$ cat config.mk
export PLATFORM = sky130hd
export DESIGN_NAME = usb_in_ep_ctrl
export DESIGN_NICKNAME = d
export VERILOG_FILES = /design/src/rtl/ep_tx_pkg.sv /design/src/rtl/ep_tx_fifo.sv /design/src/rtl/ep_tx_flags.sv /design/src/rtl/ep_tx_engine.sv /design/src/rtl/usb_in_ep_ctrl.sv
export SDC_FILE = /design/constraint.sdc
export NUM_CORES = 1
export LEC_CHECK = 0
export BUFFER_PORTS_ARGS = -buffer_cell sky130_fd_sc_hd__buf_4
export CORE_MARGIN = 8
export CORE_UTILIZATION = 58
export CTS_CLUSTER_SIZE = 8
export DETAILED_ROUTE_END_ITERATION = 8
export PLACE_DENSITY = 0.82
export REMOVE_ABC_BUFFERS = 1
export SLEW_MARGIN = 20
export SYNTH_ARGS = -nofsm -noshare
export SYNTH_HDL_FRONTEND = slang
export SYNTH_HIERARCHICAL = 1
export SYNTH_SLANG_ARGS = --single-unit
export TNS_END_PERCENT = 50
$ cat constraint.sdc
create_clock -name clk -period 4.5 [get_ports clk]
set_input_delay 0 -clock clk [delete_from_list [all_inputs] [get_ports clk]]
set_output_delay 0 -clock clk [all_outputs]
set_load 0.02 [all_outputs]
$ cat src/rtl/ep_tx_pkg.sv
package ep_tx_pkg;
  localparam logic [1:0] TOK_IN    = 2'd0;
  localparam logic [1:0] TOK_OUT   = 2'd1;
  localparam logic [1:0] TOK_SETUP = 2'd2;

  localparam logic [1:0] RSP_DATA = 2'd0;
  localparam logic [1:0] RSP_NAK  = 2'd1;
  localparam logic [1:0] RSP_ACK  = 2'd2;

  localparam logic [1:0] REG_DATA = 2'd0;
  localparam logic [1:0] REG_SET  = 2'd1;
  localparam logic [1:0] REG_CLR  = 2'd2;

  typedef enum logic [1:0] {S_IDLE, S_RESP, S_STREAM, S_WAIT} eng_state_e;
endpackage

$ cat src/rtl/ep_tx_fifo.sv
module ep_tx_fifo #(
  parameter int DEPTH = 64,
  parameter int DW    = 8
) (
  input  logic                       clk,
  input  logic                       rst_n,
  input  logic                       push_req,
  input  logic                       blocked,
  input  logic [DW-1:0]              push_data,
  input  logic                       pop,
  input  logic                       rewind,
  input  logic                       release_i,
  output logic                       push_rej,
  output logic [DW-1:0]              head,
  output logic                       empty,
  output logic                       last,
  output logic [$clog2(DEPTH+1)-1:0] level
);
  localparam int AW = (DEPTH > 1) ? $clog2(DEPTH) : 1;
  localparam int CW = $clog2(DEPTH+1);

  logic [DW-1:0] mem [DEPTH];
  logic [AW-1:0] wr_ptr, rd_ptr;
  logic [CW-1:0] cnt;
  logic          full, push_ok;

  assign full     = (cnt == CW'(DEPTH));
  assign push_ok  = push_req && !blocked && !full;
  assign push_rej = push_req && (blocked || full);
  assign empty    = (cnt == '0);
  assign last     = ((CW'(rd_ptr) + CW'(1)) == cnt);
  assign head     = mem[rd_ptr];
  assign level    = cnt;

  always_ff @(posedge clk) begin
    if (push_ok) mem[wr_ptr] <= push_data;
  end

  always_ff @(posedge clk) begin
    if (!rst_n) begin
      wr_ptr <= '0;
      rd_ptr <= '0;
      cnt    <= '0;
    end else if (release_i) begin
      wr_ptr <= '0;
      rd_ptr <= '0;
      cnt    <= '0;
    end else begin
      if (push_ok) begin
        wr_ptr <= wr_ptr + AW'(1);
        cnt    <= cnt + CW'(1);
      end
      if (rewind)   rd_ptr <= '0;
      else if (pop) rd_ptr <= rd_ptr + AW'(1);
    end
  end

  p_no_overflow_r3: assert property (@(posedge clk) disable iff (!rst_n)
    cnt <= CW'(DEPTH));
  p_pop_in_range_r4: assert property (@(posedge clk) disable iff (!rst_n)
    pop |-> (CW'(rd_ptr) < cnt));
  p_reject_holds_level_r3: assert property (@(posedge clk) disable iff (!rst_n)
    (push_rej && !release_i) |=> $stable(cnt));
endmodule

$ cat src/rtl/ep_tx_flags.sv
module ep_tx_flags (
  input  logic       clk,
  input  logic       rst_n,
  input  logic       arm,
  input  logic       ack_evt,
  input  logic       setup_evt,
  input  logic       err_evt,
  input  logic [2:0] clr,
  output logic       ready,
  output logic       done,
  output logic       setup,
  output logic       err,
  output logic       irq
);
  always_ff @(posedge clk) begin
    if (!rst_n) begin
      ready <= 1'b0;
      done  <= 1'b0;
      setup <= 1'b0;
      err   <= 1'b0;
    end else begin
      if (ack_evt)  ready <= 1'b0;
      else if (arm) ready <= 1'b1;

      if (ack_evt)     done <= 1'b1;
      else if (clr[0]) done <= 1'b0;

      if (setup_evt)   setup <= 1'b1;
      else if (clr[1]) setup <= 1'b0;

      if (err_evt)     err <= 1'b1;
      else if (clr[2]) err <= 1'b0;
    end
  end

  assign irq = done | setup;

  p_done_by_ack_r6: assert property (@(posedge clk) disable iff (!rst_n)
    $rose(done) |-> $past(ack_evt));
  p_set_wins_r10: assert property (@(posedge clk) disable iff (!rst_n)
    (ack_evt && clr[0]) |=> done);
  p_setup_set_wins_r10: assert property (@(posedge clk) disable iff (!rst_n)
    (setup_evt && clr[1]) |=> setup);
endmodule

$ cat src/rtl/ep_tx_engine.sv
module ep_tx_engine
  import ep_tx_pkg::*;
#(
  parameter int TIMEOUT_CYC = 16,
  parameter int DW          = 8
) (
  input  logic          clk,
  input  logic          rst_n,
  input  logic          tok_valid,
  input  logic [1:0]    tok_kind,
  output logic          tok_ready,
  input  logic          pkt_ready,
  input  logic          setup_seen,
  input  logic          fifo_empty,
  input  logic          fifo_last,
  input  logic [DW-1:0] fifo_head,
  output logic          resp_valid,
  output logic [1:0]    resp_kind,
  output logic          tx_valid,
  output logic [DW-1:0] tx_data,
  output logic          tx_last,
  input  logic          tx_ready,
  input  logic          hs_ack,
  output logic          pop,
  output logic          rewind,
  output logic          ack_evt,
  output logic          setup_evt
);
  localparam int TW = $clog2(TIMEOUT_CYC+1);

  eng_state_e    st;
  logic [1:0]    kind_q;
  logic          send_q;
  logic [TW-1:0] tmr;
  logic          tok_fire, send_d, timeout;
  logic [1:0]    rsp_d;

  assign tok_ready = (st == S_IDLE);
  assign tok_fire  = tok_valid && tok_ready;

  always_comb begin
    send_d = 1'b0;
    rsp_d  = RSP_NAK;
    case (tok_kind)
      TOK_IN: begin
        send_d = pkt_ready;
        rsp_d  = pkt_ready ? RSP_DATA : RSP_NAK;
      end
      TOK_OUT:   rsp_d = setup_seen ? RSP_NAK : RSP_ACK;
      TOK_SETUP: rsp_d = RSP_ACK;
      default:   rsp_d = RSP_NAK;
    endcase
  end

  assign rewind    = tok_fire && send_d;
  assign setup_evt = tok_fire && (tok_kind == TOK_SETUP);
  assign pop       = (st == S_STREAM) && tx_ready;
  assign ack_evt   = (st == S_WAIT) && hs_ack;
  assign timeout   = (st == S_WAIT) && !hs_ack && (tmr == TW'(TIMEOUT_CYC-1));

  assign resp_valid = (st == S_RESP);
  assign resp_kind  = kind_q;
  assign tx_valid   = (st == S_STREAM);
  assign tx_data    = fifo_head;
  assign tx_last    = (st == S_STREAM) && fifo_last;

  always_ff @(posedge clk) begin
    if (!rst_n) begin
      st     <= S_IDLE;
      kind_q <= RSP_DATA;
      send_q <= 1'b0;
      tmr    <= '0;
    end else begin
      case (st)
        S_IDLE: if (tok_fire) begin
          kind_q <= rsp_d;
          send_q <= send_d;
          st     <= S_RESP;
        end
        S_RESP: begin
          tmr <= '0;
          if (!send_q)        st <= S_IDLE;
          else if (fifo_empty) st <= S_WAIT;
          else                st <= S_STREAM;
        end
        S_STREAM: if (tx_ready && fifo_last) st <= S_WAIT;
        S_WAIT: begin
          if (ack_evt || timeout) st <= S_IDLE;
          else                    tmr <= tmr + TW'(1);
        end
        default: st <= S_IDLE;
      endcase
    end
  end

  p_hold_r11: assert property (@(posedge clk) disable iff (!rst_n)
    (tx_valid && !tx_ready) |=> (tx_valid && $stable(tx_data) && $stable(tx_last)));
  p_resp_pulse_r4: assert property (@(posedge clk) disable iff (!rst_n)
    resp_valid |=> !resp_valid);
  p_resp_follows_token_r4: assert property (@(posedge clk) disable iff (!rst_n)
    tok_fire |=> resp_valid);
endmodule

$ cat src/rtl/usb_in_ep_ctrl.sv
module usb_in_ep_ctrl
  import ep_tx_pkg::*;
#(
  parameter int DEPTH       = 64,
  parameter int DW          = 8,
  parameter int TIMEOUT_CYC = 16
) (
  input  logic                       clk,
  input  logic                       rst_n,
  input  logic                       wr_en,
  input  logic [1:0]                 wr_addr,
  input  logic [DW-1:0]              wr_data,
  output logic                       pkt_ready,
  output logic                       tx_done,
  output logic                       setup_seen,
  output logic                       wr_err,
  output logic                       irq,
  output logic [$clog2(DEPTH+1)-1:0] fifo_level,
  input  logic                       tok_valid,
  input  logic [1:0]                 tok_kind,
  output logic                       tok_ready,
  output logic                       resp_valid,
  output logic [1:0]                 resp_kind,
  output logic                       tx_valid,
  input  logic                       tx_ready,
  output logic [DW-1:0]              tx_data,
  output logic                       tx_last,
  input  logic                       hs_ack
);
  logic          push_req, push_rej, arm;
  logic [2:0]    clr;
  logic          pop, rewind, ack_evt, setup_evt;
  logic          f_empty, f_last;
  logic [DW-1:0] f_head;

  assign push_req = wr_en && (wr_addr == REG_DATA);
  assign arm      = wr_en && (wr_addr == REG_SET) && wr_data[0];
  assign clr      = (wr_en && (wr_addr == REG_CLR)) ? wr_data[2:0] : 3'b000;

  ep_tx_fifo #(.DEPTH(DEPTH), .DW(DW)) u_fifo (
    .clk(clk), .rst_n(rst_n),
    .push_req(push_req), .blocked(pkt_ready), .push_data(wr_data),
    .pop(pop), .rewind(rewind), .release_i(ack_evt),
    .push_rej(push_rej), .head(f_head), .empty(f_empty), .last(f_last),
    .level(fifo_level)
  );

  ep_tx_flags u_flags (
    .clk(clk), .rst_n(rst_n),
    .arm(arm), .ack_evt(ack_evt), .setup_evt(setup_evt), .err_evt(push_rej),
    .clr(clr),
    .ready(pkt_ready), .done(tx_done), .setup(setup_seen), .err(wr_err),
    .irq(irq)
  );

  ep_tx_engine #(.TIMEOUT_CYC(TIMEOUT_CYC), .DW(DW)) u_eng (
    .clk(clk), .rst_n(rst_n),
    .tok_valid(tok_valid), .tok_kind(tok_kind), .tok_ready(tok_ready),
    .pkt_ready(pkt_ready), .setup_seen(setup_seen),
    .fifo_empty(f_empty), .fifo_last(f_last), .fifo_head(f_head),
    .resp_valid(resp_valid), .resp_kind(resp_kind),
    .tx_valid(tx_valid), .tx_data(tx_data), .tx_last(tx_last),
    .tx_ready(tx_ready), .hs_ack(hs_ack),
    .pop(pop), .rewind(rewind), .ack_evt(ack_evt), .setup_evt(setup_evt)
  );

  p_data_needs_ready_r4: assert property (@(posedge clk) disable iff (!rst_n)
    tx_valid |-> pkt_ready);
  p_nak_after_setup_r9: assert property (@(posedge clk) disable iff (!rst_n)
    (tok_valid && tok_ready && tok_kind == TOK_OUT && setup_seen)
      |=> (resp_valid && resp_kind == RSP_NAK));
  p_ready_falls_done_r6: assert property (@(posedge clk) disable iff (!rst_n)
    $fell(pkt_ready) |-> tx_done);
  p_nak_idle_r5: assert property (@(posedge clk) disable iff (!rst_n)
    (tok_valid && tok_ready && tok_kind == TOK_IN && !pkt_ready)
      |=> (resp_valid && resp_kind == RSP_NAK));
endmodule

# Word-level counts from Yosys, hierarchy flattened
# Memory sizes are Yosys's and may differ from the RTL's. A register that Yosys moved wholly into a read port is not among the register bits.
# Cells that the tools add are included.
# word_totals
output_inout_bits	26
ramBits	512
n_memories	1
inputBits	18
reg_bits	33
# mem_list
memory	depth	word_bits	read_ports	rd_ports_with_merged_regs	write_ports	line_no	source
u_fifo.mem	64	8	1	1	1	ep_tx_fifo.sv:22	logic [DW-1:0] mem [DEPTH];
# op_classes
n_mux	23
add_sub_neg	5
reduce_logical	34
n_bitwise	2
n_eq_ne	14
# ops
op	count
logical AND 1 bit	16
adder 6 x 1 -> 6 bit (second input constant)	2
2-to-1 mux 6 bit	2
2-to-1 mux 1 bit	11
2-to-1 mux 2 bit	5
case mux 5 bit (2 select lines)	1
equality test 2 bit (second input constant)	4
case mux 2 bit (4 select lines)	1
nonzero test 2 bit	4
adder 6 x 1 -> 7 bit (second input constant)	1
adder 7 x 1 -> 7 bit (second input constant)	1
equality test 7 bit	1
equality test 7 bit (second input constant)	1
zero test 7 bit	1
equality test 2 x 1 -> 1 bit (second input constant)	3
zero test 2 bit	3
!= test 2 bit (second input constant)	3
case mux 2 bit (3 select lines)	1
adder 5 x 1 -> 5 bit (second input constant)	1
equality test 5 x 4 -> 1 bit (second input constant)	1
2-to-1 mux 5 bit	1
AND reduction 2 bit	2
zero test 1 bit	3
2-to-1 mux 3 bit	1
other kinds (7)	8

# Logic depth before layout (Yosys ltp)
# Gate-level depths: netlist (run 1).
# logic_depth
depth_word	6
depth_mapped	10
ltp_nobuf	8

# By module
# The synthesis (run 1) kept the hierarchy.
# modules_own_cells
module	cells_each	n_inst	area_each_um2
ep_tx_fifo	1072	1	21041.4
ep_tx_engine	76	1	628.1
ep_tx_flags	13	1	158.9
usb_in_ep_ctrl	5	1	47.5

# Least setup slack after synthesis (run 1)
# OpenSTA, ideal clock, no wires.
# synth_path
path_type	reg-to-reg
startpoint	register u_fifo.cnt[0], in the netlist u_fifo/level[0]
endpoint	memory u_fifo.mem[59][0], enable pin
setup_time_ns	0.370
t_arrival_ns	2.112
path_slack_ns	2.018
path_stages_with_launch	7
path_cell_list	dfxtp_1 inv_1 ha_1 a311oi_1 nor2b_1 nand3_1 nor2_1
# synth_between
elab_chain_cells	5
# synth_rtl
element	line_no	source
start: declaration	ep_tx_fifo.sv:24	logic [CW-1:0] cnt;
start signal: assignment	ep_tx_fifo.sv:51	cnt <= cnt + CW'(1);
equality test 7 bit	ep_tx_fifo.sv:27	assign full = (cnt == CW'(DEPTH));
zero test 1 bit	ep_tx_fifo.sv:28	assign push_ok = push_req && !blocked && !full;
logical AND 1 bit	ep_tx_fifo.sv:28	
2-to-1 mux 1 bit	ep_tx_fifo.sv:36	if (push_ok) mem[wr_ptr] <= push_data;
2-to-1 mux 1 bit (not written as such)	ep_tx_fifo.sv:36	
end: declaration	ep_tx_fifo.sv:22	
# No other way between the ends.

==> results.py, run 1 <==
metrics = {
    "run_status": {
        "run_status": "finished with violations",
        "violations": "hold timing",
    },
    "synthesis": {
        "ys_ff_latch": 551,
        "synth.area.top_cells": "edfxtp_1 70%, mux4_2 13%, dfxtp_1 3.6%",
        "synthDistinctLibCells": 60,
        "synth_ff_type": "edfxtp_1",
        "yosysWarnings": 6,
        "synth_area_um2": 21900,
        "ys_async_sr_fraction": 0,
        "syn_inst": 1166,
        "synth_enable_flop_cells": 512,
        "synth_top_area_share": 0.703,
        "yosys.area.top_type": "edfxtp_1",
        "seq_area_frac_synth": 0.739,
        "syn_avg_cell_area_um2": 18.8,
    },
    "timing": {
        "fin_worst_skew_ps": 19.2,
        "max_freq_mhz": 283,
        "tightest_slew_ps": 952,
        "rsz0062_at_grt": "false",
        "hold_violations": 8,
        "setup_viol": 0,
        "period_minus_slack_ps": 3530,
        "drv_slew": 0,
        "timing.final.crit_share": 0.784,
        "slew_headroom": 0.363,
        "hold-worst-slack_ps": -26.1,
    },
    "cells_and_area": {
        "drive_above_1_share": 0.229,
        "antenna_cells": 0,
        "layout_common_cells": "512 x edfxtp_1, 122 x mux4_2, 108 x nor2_1, 81 x clkbuf_16, 54 x buf_4",
        "fin_util": 0.665,
        "final_nets": 1272,
        "final_common_cell": "edfxtp_1",
        "synthToLayoutAreaGrowth_pct": 13.7,
    },
    "clocking": {
        "clkLatencyLatePin_ps": 580,
        "cts.sinks": 551,
        "clock-root-buffer": "clkbuf_16",
        "cts_buffers": 78,
        "ctsResizeCount": 0,
        "clkTransAtPathRegs_ps": 50,
        "postCtsSetupRepairBufs": 0,
        "clockBufferDepth": 3,
        "cts_tree": "done",
        "htree_levels": 3,
    },
    "setup_path": {
        "cp.arrival_ps": 3530,
        "path_class": "flip-flop to primary output",
        "required_ps": 4500,
        "critPathMaxStageDelay_ps": 730,
        "critPathTopFamily": "multiplexers",
        "worstPathBufferInverterCount": 2,
        "slowest_stage": "dfxtp_4",
        "end_kind": "primary output",
        "cp-start-kind": "flip-flop",
        "critical_path.cell_chain": "buf_12 > mux4_2 > mux2i_1 > a2111oi_0 > nand2_1 > o211ai_1 > buf_4",
        "path_max_fanout": 70,
    },
    "global_routing": {
        "grt.total_usage": 0.233,
        "grt_pass1_vias": 12100,
        "grt_max_degree": 71,
        "grt_overflow": 0,
        "antenna_found_initial": 0,
        "grt_pass1_wl_um": 76500,
    },
    "routing": {
        "wl_per_cell_um": 28.8,
        "drc": 0,
        "drt_pass1_iterations": 7,
        "drt_iter0_markers": 1645,
        "vias_per_cell": 6.72,
        "num_vias": 12000,
        "totalWireLength_um": 51400,
        "antenna_left": 0,
    },
    "floorplanning": {
        "rows": 71,
        "die_x_um": 210,
        "core-area_um2": 37400,
        "dieHeight_um": 210,
        "die_area_um2": 44200,
        "top_level_ports": 44,
        "start_util": 0.585,
    },
    "pwr": {
        "p_leak_uw": 0.00772,
        "power_density_nw_per_um2": 441,
        "irDropWorstVdd_uv": 271,
        "design_power_total_uw": 11000,
    },
    "place": {
        "io_buffers": 43,
        "gp_congestion": 0.844,
        "dp.final_hpwl_um": 28800,
    },
    "run": {
        "cap_violations": 0,
    },
    "min_path": {
        "hold_path.class": "input port to flip-flop",
    },
}
[cell usage after synthesis, drive strengths merged, types with 4 or more instances]
cell     number
a2111oi       8
a211oi        7
a21oi        13
a311oi        5
a31oi         5
and3          8
and4b         4
buf          47
clkbuf       22
dfxtp        39
edfxtp      512
ha            6
inv          10
mux2          9
mux2i        15
mux4        122
nand2        33
nand2b       11
nand3        20
nand4        10
nor2        108
nor2b        17
nor3         14
o211ai        4
o21a          4
o21ai        13
o221ai        8
o22ai        27
or2           6
or3           8
or3b          5
xnor2        11
xor2         13
[registers in the layout (all words and copies together) (netlist names), named ones only]
signal and flops:
u_flags/err 1, u_fifo/rd_ptr 6, u_fifo/wr_ptr 6, u_eng/st 1, u_eng/resp_kind 2, u_fifo/mem 512, u_flags/ready 1, u_eng/tmr 5
u_eng/send_q 1, u_flags/done 1, u_fifo/level 7, u_flags/setup 1
[what timing repair did]
action / 4_1_cts / 5_1_grt
endpoints found under the setup margin: 0 / 0
hold buffers: 15 / 0
hold endpoints to repair: 14 / 0
[kinds of logic (layout without fill, tap and decap cells)]
kind of cell,after synthesis,after routing,share of synthesized area
adder cells (fa/ha/maj),6,6,0.00343
buffers and inverters,80,186,0.0204
AO/OA/AOI/OAI,99,99,0.0307
multiplexers,146,146,0.137
flip-flops,551,551,0.739
XOR/XNOR,24,24,0.00961
AND/OR/NAND/NOR,260,260,0.0602
[layout make-up]
type / count / area [um^2]
clock buffers: 101 / 2100
flip-flops and latches: 551 / 16200
multi-input cells: 535 / 5280
clock inverters: 3 / 41.3
inverters: 11 / 41.3
fillers: 2283 / 12500
well taps: 511 / 639
repair buffers: 71 / 596
[power by group]
part	internal [uW]	switching, uW	total [uW]	leakage, uW
Sequential	5610	7.91	5620	0.00492
Clock	3210	1970	5180	0.00104
Combinational	44.0	127	171	0.00176
[per-stage QoR]
step | setup slack [ps] | setup TNS (ps) | cells | instance area, um^2
6_report | 970 | 0 | 1783 | 24900
3_5_place_dp | 1300 | 0 | 1664 | 22600
2_1_floorplan | -1610 | -11770 | 1097 | 21500
3_3_place_gp | 1450 | 0 | 1664 | 22600
4_1_cts | 916 | 0 | 1783 | 24900
5_1_grt | 794 | 0 | 1783 | 24900
[worst paths after layout]
| check | startpoint | to | slack, ps | depth (start not counted) |
|---|---|---|---|---|
| hold reg to reg | u_eng/resp_kind[0] | u_eng/resp_kind[0] | 460 | 2 |
| hold / removal | wr_data[5] | u_fifo/mem[1][5] | -30 | 1 |
| setup reg to reg | u_fifo/level[0] | u_fifo/mem[43][2] | 1220 | 7 |
| setup / recovery | flip-flop | tx_data[2] | 970 | 7 |
[layer usage]
layer  GRT usage  vias up  part of all wire
li1            -     4856                 -
met1       0.314     6144              0.37
met2       0.371      835              0.48
met3      0.0480      144              0.11
met4      0.0991        0             0.039
met5           0        -                 0
[worst reg2reg max path, cell delays in order (launching register included)]
cell and delay (ps):
dfxtp_1 450, inv_1 70, ha_1 250, a311oi_2 290
buf_4 250, nor2b_1 300, nand3_1 440, nor2_1 850
Note: power is estimated with default switching activity, not from simulation.
==> inputs of run 2 (changes only) <==
==> constraint.sdc (replaced) <==
create_clock -name clk -period 3.3 [get_ports clk]
set_input_delay 0 -clock clk [delete_from_list [all_inputs] [get_ports clk]]
set_output_delay 0 -clock clk [all_outputs]
set_load 0.02 [all_outputs]
==> results.py, run 2 (synthesis gave the netlist of run 1 again) <==
metrics = {
    "routing": {
        "drt_iter0_markers": 1296,
        "drc": 0,
        "met1_length_um": 19000,
        "antenna_left": 0,
        "wl_per_cell_um": 27.9,
        "drt_pass1_iterations": 5,
        "totalWireLength_um": 52100,
        "vias_per_cell": 6.46,
        "dr.max_layer_used": "met4",
        "dr_wl_met2_um": 25000,
        "num_vias": 12100,
        "dr_wl_met3_um": 6050,
    },
    "timing": {
        "tightest_slew_ps": 854,
        "setup_tns_ps": 0,
        "max_freq_mhz": 314,
        "drv_slew": 0,
        "setup_viol": 0,
        "hold_violations": 1,
        "fin_worst_skew_ps": 21.3,
        "timing.final.crit_share": 0.966,
        "period_minus_slack_ps": 3190,
        "hold-worst-slack_ps": -0.305,
        "slew_headroom": 0.429,
        "rsz0062_at_grt": "false",
    },
    "setup_path": {
        "r2r_slack_ps": 590,
        "crit_path_frequent_cell": "buf_4",
        "critical_path.cell_chain": "buf_12 > buf_4 > mux2_2 > o221ai_1 > o22ai_1 > mux2i_1 > o21ai_1 > buf_4",
        "rr_worst_depth": 6,
        "path_max_fanout": 25,
        "path_class": "flip-flop to primary output",
        "critPathMaxStageDelay_ps": 590,
        "cp-start-kind": "flip-flop",
        "cp.arrival_ps": 3190,
        "r2r_start": "u_fifo/level[0]",
        "r2r-end": "u_fifo/mem[27][3]",
        "slowest_stage": "dfxtp_4",
        "end_kind": "primary output",
        "required_ps": 3300,
    },
    "clocking": {
        "clkLatencyLatePin_ps": 570,
        "clkTransAtPathRegs_ps": 50,
        "cts.sinks": 551,
        "clock-root-buffer": "clkbuf_16",
        "cts_buffers": 78,
        "htree_levels": 3,
        "cts_tree": "done",
        "clockBufferDepth": 3,
    },
    "min_path": {
        "hold_end": "u_fifo/mem[31][7]",
        "whs_path_depth": 1,
        "min_from": "wr_data[7]",
        "hold_path.class": "input port to flip-flop",
    },
    "global_routing": {
        "grt_pass1_wl_um": 76800,
        "grt_max_degree": 67,
        "grt_pass1_vias": 12400,
        "antenna_found_initial": 0,
        "grt_overflow": 0,
        "grt.total_usage": 0.235,
    },
    "cells_and_area": {
        "largest_reg_flops": 512,
        "final_common_cell": "edfxtp_1",
        "final_nets": 1354,
        "layout_common_cells": "512 x edfxtp_1, 128 x buf_4, 122 x mux4_2, 108 x nor2_1, 83 x clkbuf_16",
        "fillCellCount": 2224,
        "fin_util": 0.684,
        "synthToLayoutAreaGrowth_pct": 17.0,
        "antenna_cells": 0,
        "drive_above_1_share": 0.274,
        "largest_register": "u_fifo/mem",
        "fin_area_um2": 25600,
    },
    "floorplanning": {
        "die_area_um2": 44200,
        "top_level_ports": 44,
        "dieHeight_um": 210,
        "die_x_um": 210,
        "core-area_um2": 37400,
        "start_util": 0.585,
        "rows": 71,
    },
    "place": {
        "io_buffers": 43,
        "gp_congestion": 0.876,
        "place_area_um2": 23100,
        "dp.final_hpwl_um": 30000,
    },
    "run": {
        "cap_violations": 0,
    },
    "pwr": {
        "design_power_total_uw": 15000,
        "p_leak_uw": 0.00819,
        "irDropWorstVdd_uv": 359,
        "power_density_nw_per_um2": 586,
    },
    "run_status": {
        "violations": "hold timing",
        "run_status": "finished with violations",
    },
}
[run 2: cell types whose count changed in the layout (fill, tap and decap cells not counted), sizes merged]
cell	delta
inv	+1
clkinv	-1
dlygate4sd3	+2
clkbuf	+4
buf	+79
[run 2: area by class of cell]
cell class / instances / area (um^2) / area share
well taps: 511 / 639 / 0.0250
repair buffers: 153 / 1300 / 0.0509
multi-input cells: 535 / 5280 / 0.206
clock buffers: 104 / 2130 / 0.0834
clock inverters: 3 / 33.8 / 0.00132
inverters: 11 / 41.3 / 0.00161
flip-flops and latches: 551 / 16200 / 0.631
[run 2: worst max path at each step]
stage / startpoint / to / slack [ps] / cells after the start
final: flip-flop / tx_data[6] / 110 / 8
after global routing: flip-flop / tx_data[3] / 60 / 6
after CTS: flip-flop / tx_data[6] / 1 / 6
after detailed placement: flip-flop / tx_data[6] / 660 / 6
after global placement: flip-flop / tx_data[7] / 710 / 7
after floorplan: flip-flop / tx_data[4] / -2810 / 4
[run 2: critical path: cells and delay by family, from the launching register on]
| kind | cells | cell delay, ps |
|---|---|---|
| AO/OA/AOI/OAI | 3 | 500 |
| buffers and inverters | 3 | 790 |
| flip-flops | 1 | 590 |
| multiplexers | 2 | 700 |
[run 2: metal layers]
layer,GRT usage,vias to the layer above
li1,-,5016
met1,0.306,6074
met2,0.368,838
met3,0.0710,143
met4,0.0982,0
met5,0,-
[run 2: where the power goes]
group          switching [uW]  total, uW  internal [uW]
sequential               10.5       7660           7650
clock                    2680       7110           4430
combinational             169        233           64.5
[run 2: what timing repair did]
item,CTS,global route
setup buffers,0,11
setup endpoints to repair,0,2
hold buffers,17,0
gates resized for setup,0,1
endpoints found under the hold margin,74,0
[run 2: through the flow]
step | std cells | worst slack [ps]
floorplan | 1097 | -2810
global route | 1868 | 57.5
global placement | 1733 | 712
detailed placement | 1733 | 663
CTS | 1857 | 1.06
finish | 1868 | 112
==> inputs of run 3 (changes only) <==
--- a/config.mk
+++ b/config.mk
@@ -10,7 +10,9 @@
 export CORE_UTILIZATION = 58
 export CTS_CLUSTER_SIZE = 8
 export DETAILED_ROUTE_END_ITERATION = 8
+export MAX_ROUTING_LAYER = met4
 export PLACE_DENSITY = 0.82
+export RECOVER_POWER = 100
 export REMOVE_ABC_BUFFERS = 1
 export SLEW_MARGIN = 20
 export SYNTH_ARGS = -nofsm -noshare
==> results.py, run 3 (synthesis gave the netlist of run 1 again) <==
metrics = {
    "global_routing": {
        "grt_pass1_vias": 12400,
        "grt.total_usage": 0.242,
        "antenna_found_initial": 0,
        "grt_max_degree": 67,
        "grt_overflow": 0,
        "grt_pass1_wl_um": 76800,
    },
    "routing": {
        "vias_per_cell": 6.48,
        "drt_pass1_iterations": 5,
        "totalWireLength_um": 52100,
        "drt_iter0_markers": 1418,
        "wl_per_cell_um": 27.9,
        "drc": 0,
        "num_vias": 12100,
        "antenna_left": 0,
    },
    "cells_and_area": {
        "synthToLayoutAreaGrowth_pct": 15.7,
        "drive_above_1_share": 0.229,
        "final_common_cell": "edfxtp_1",
        "antenna_cells": 0,
        "largest_register": "u_fifo/mem",
        "fin_util": 0.677,
        "largest_reg_flops": 512,
        "layout_common_cells": "512 x edfxtp_1, 122 x mux4_2, 108 x nor2_1, 83 x clkbuf_16, 78 x clkbuf_1",
        "final_nets": 1354,
    },
    "setup_path": {
        "path_class": "flip-flop to primary output",
        "r2r_slack_ps": 430,
        "end_kind": "primary output",
        "path_max_fanout": 25,
        "rr_worst_depth": 8,
        "critPathMaxStageDelay_ps": 590,
        "r2r_start": "u_fifo/level[0]",
        "cp-start-kind": "flip-flop",
        "r2r-end": "u_fifo/mem[53][3]",
        "critical_path.cell_chain": "buf_12 > clkbuf_4 > mux2_2 > o221ai_1 > o22ai_1 > mux2i_1 > o21ai_1 > buf_2",
        "required_ps": 3300,
        "slowest_stage": "dfxtp_4",
        "cp.arrival_ps": 3230,
    },
    "place": {
        "gp_congestion": 0.890,
        "dp.final_hpwl_um": 30000,
        "io_buffers": 43,
    },
    "timing": {
        "fin_worst_skew_ps": 22.4,
        "hold_violations": 0,
        "tightest_slew_ps": 3030,
        "rsz0062_at_grt": "false",
        "timing.final.crit_share": 0.978,
        "drv_slew": 439,
        "setup_tns_ps": 0,
        "setup_viol": 0,
        "slew_headroom": -1.02,
        "max_freq_mhz": 310,
        "period_minus_slack_ps": 3230,
    },
    "floorplanning": {
        "rows": 71,
        "top_level_ports": 44,
        "die_area_um2": 44200,
        "core-area_um2": 37400,
        "die_x_um": 210,
        "start_util": 0.585,
        "dieHeight_um": 210,
    },
    "pwr": {
        "irDropWorstVdd_uv": 357,
        "p_leak_uw": 0.00793,
        "design_power_total_uw": 15000,
        "power_density_nw_per_um2": 593,
    },
    "min_path": {
        "hold_end": "u_fifo/mem[47][2]",
        "min_from": "wr_data[2]",
        "whs_path_depth": 1,
        "hold_path.class": "input port to flip-flop",
    },
    "clocking": {
        "cts_tree": "done",
        "clockBufferDepth": 3,
        "cts.sinks": 551,
        "clock-root-buffer": "clkbuf_16",
        "clkTransAtPathRegs_ps": 50,
        "clkLatencyLatePin_ps": 570,
        "cts_buffers": 78,
        "htree_levels": 3,
    },
    "run_status": {
        "run_status": "finished with violations",
        "violations": "capacitance limit, slew limit",
    },
    "run": {
        "cap_violations": 7,
    },
}
run 3: cell count changes in the layout (fill, tap and decap cells not counted), sizes merged:
cell,change
clkbuf,+84
buf,-84
run 3: layout make-up:
class	instances	area (um^2)
Multi-Input combinational cell	535	5270
Tap cell	511	639
Timing Repair Buffer	153	1020
Sequential cell	551	16200
Fill cell	2304	12100
Inverter	11	41.3
Clock inverter	3	33.8
Clock buffer	104	2130
run 3: worst max-delay path by stage:
stage,start,to,cells past startpoint,slack (ps)
after detailed placement,flip-flop,tx_data[6],6,660
final,flip-flop,tx_data[6],8,70
after floorplan,flip-flop,tx_data[4],4,-2810
after CTS,flip-flop,tx_data[6],6,1
after global routing,flip-flop,tx_data[6],8,20
after global placement,flip-flop,tx_data[7],7,710
run 3: per-stage QoR:
step	hold slack, ps	std cells	setup WS (ps)	instance area [um^2]
4_1_cts	4.28	1857	1.06	25500
6_report	48.5	1868	71.7	25300
5_1_grt	75.1	1868	23.6	25300
3_5_place_dp	267	1733	663	23100
3_3_place_gp	269	1733	712	23100
2_1_floorplan	98.9	1097	-2810	21500
run 3: routing by layer:
| layer | wire length [um] | share of wire | track usage |
|---|---|---|---|
| met5 | 0 | 0 | - |
| met4 | 2130 | 0.041 | 0.101 |
| met3 | 5840 | 0.11 | 0.0679 |
| met2 | 25000 | 0.48 | 0.368 |
| met1 | 19100 | 0.37 | 0.306 |
run 3: report_power, final:
group / internal [uW] / switching, uW
Combinational: 51.8 / 169
Clock: 4430 / 2670
Sequential: 7660 / 10.0
Total: 12100 / 2850
run 3: worst max-delay path: cells and delay by family (launching register included):
family                 cells  cell delay (ps)
buffers and inverters      3              820
multiplexers               2              710
flip-flops                 1              590
AO/OA/AOI/OAI              3              490
run 3: timing repair:
action	4_1_cts	5_1_grt
buffers inserted	0	11
resized for setup	0	1
hold buffers	17	0
setup endpoints to repair	0	2
hold endpoints to repair	74	0
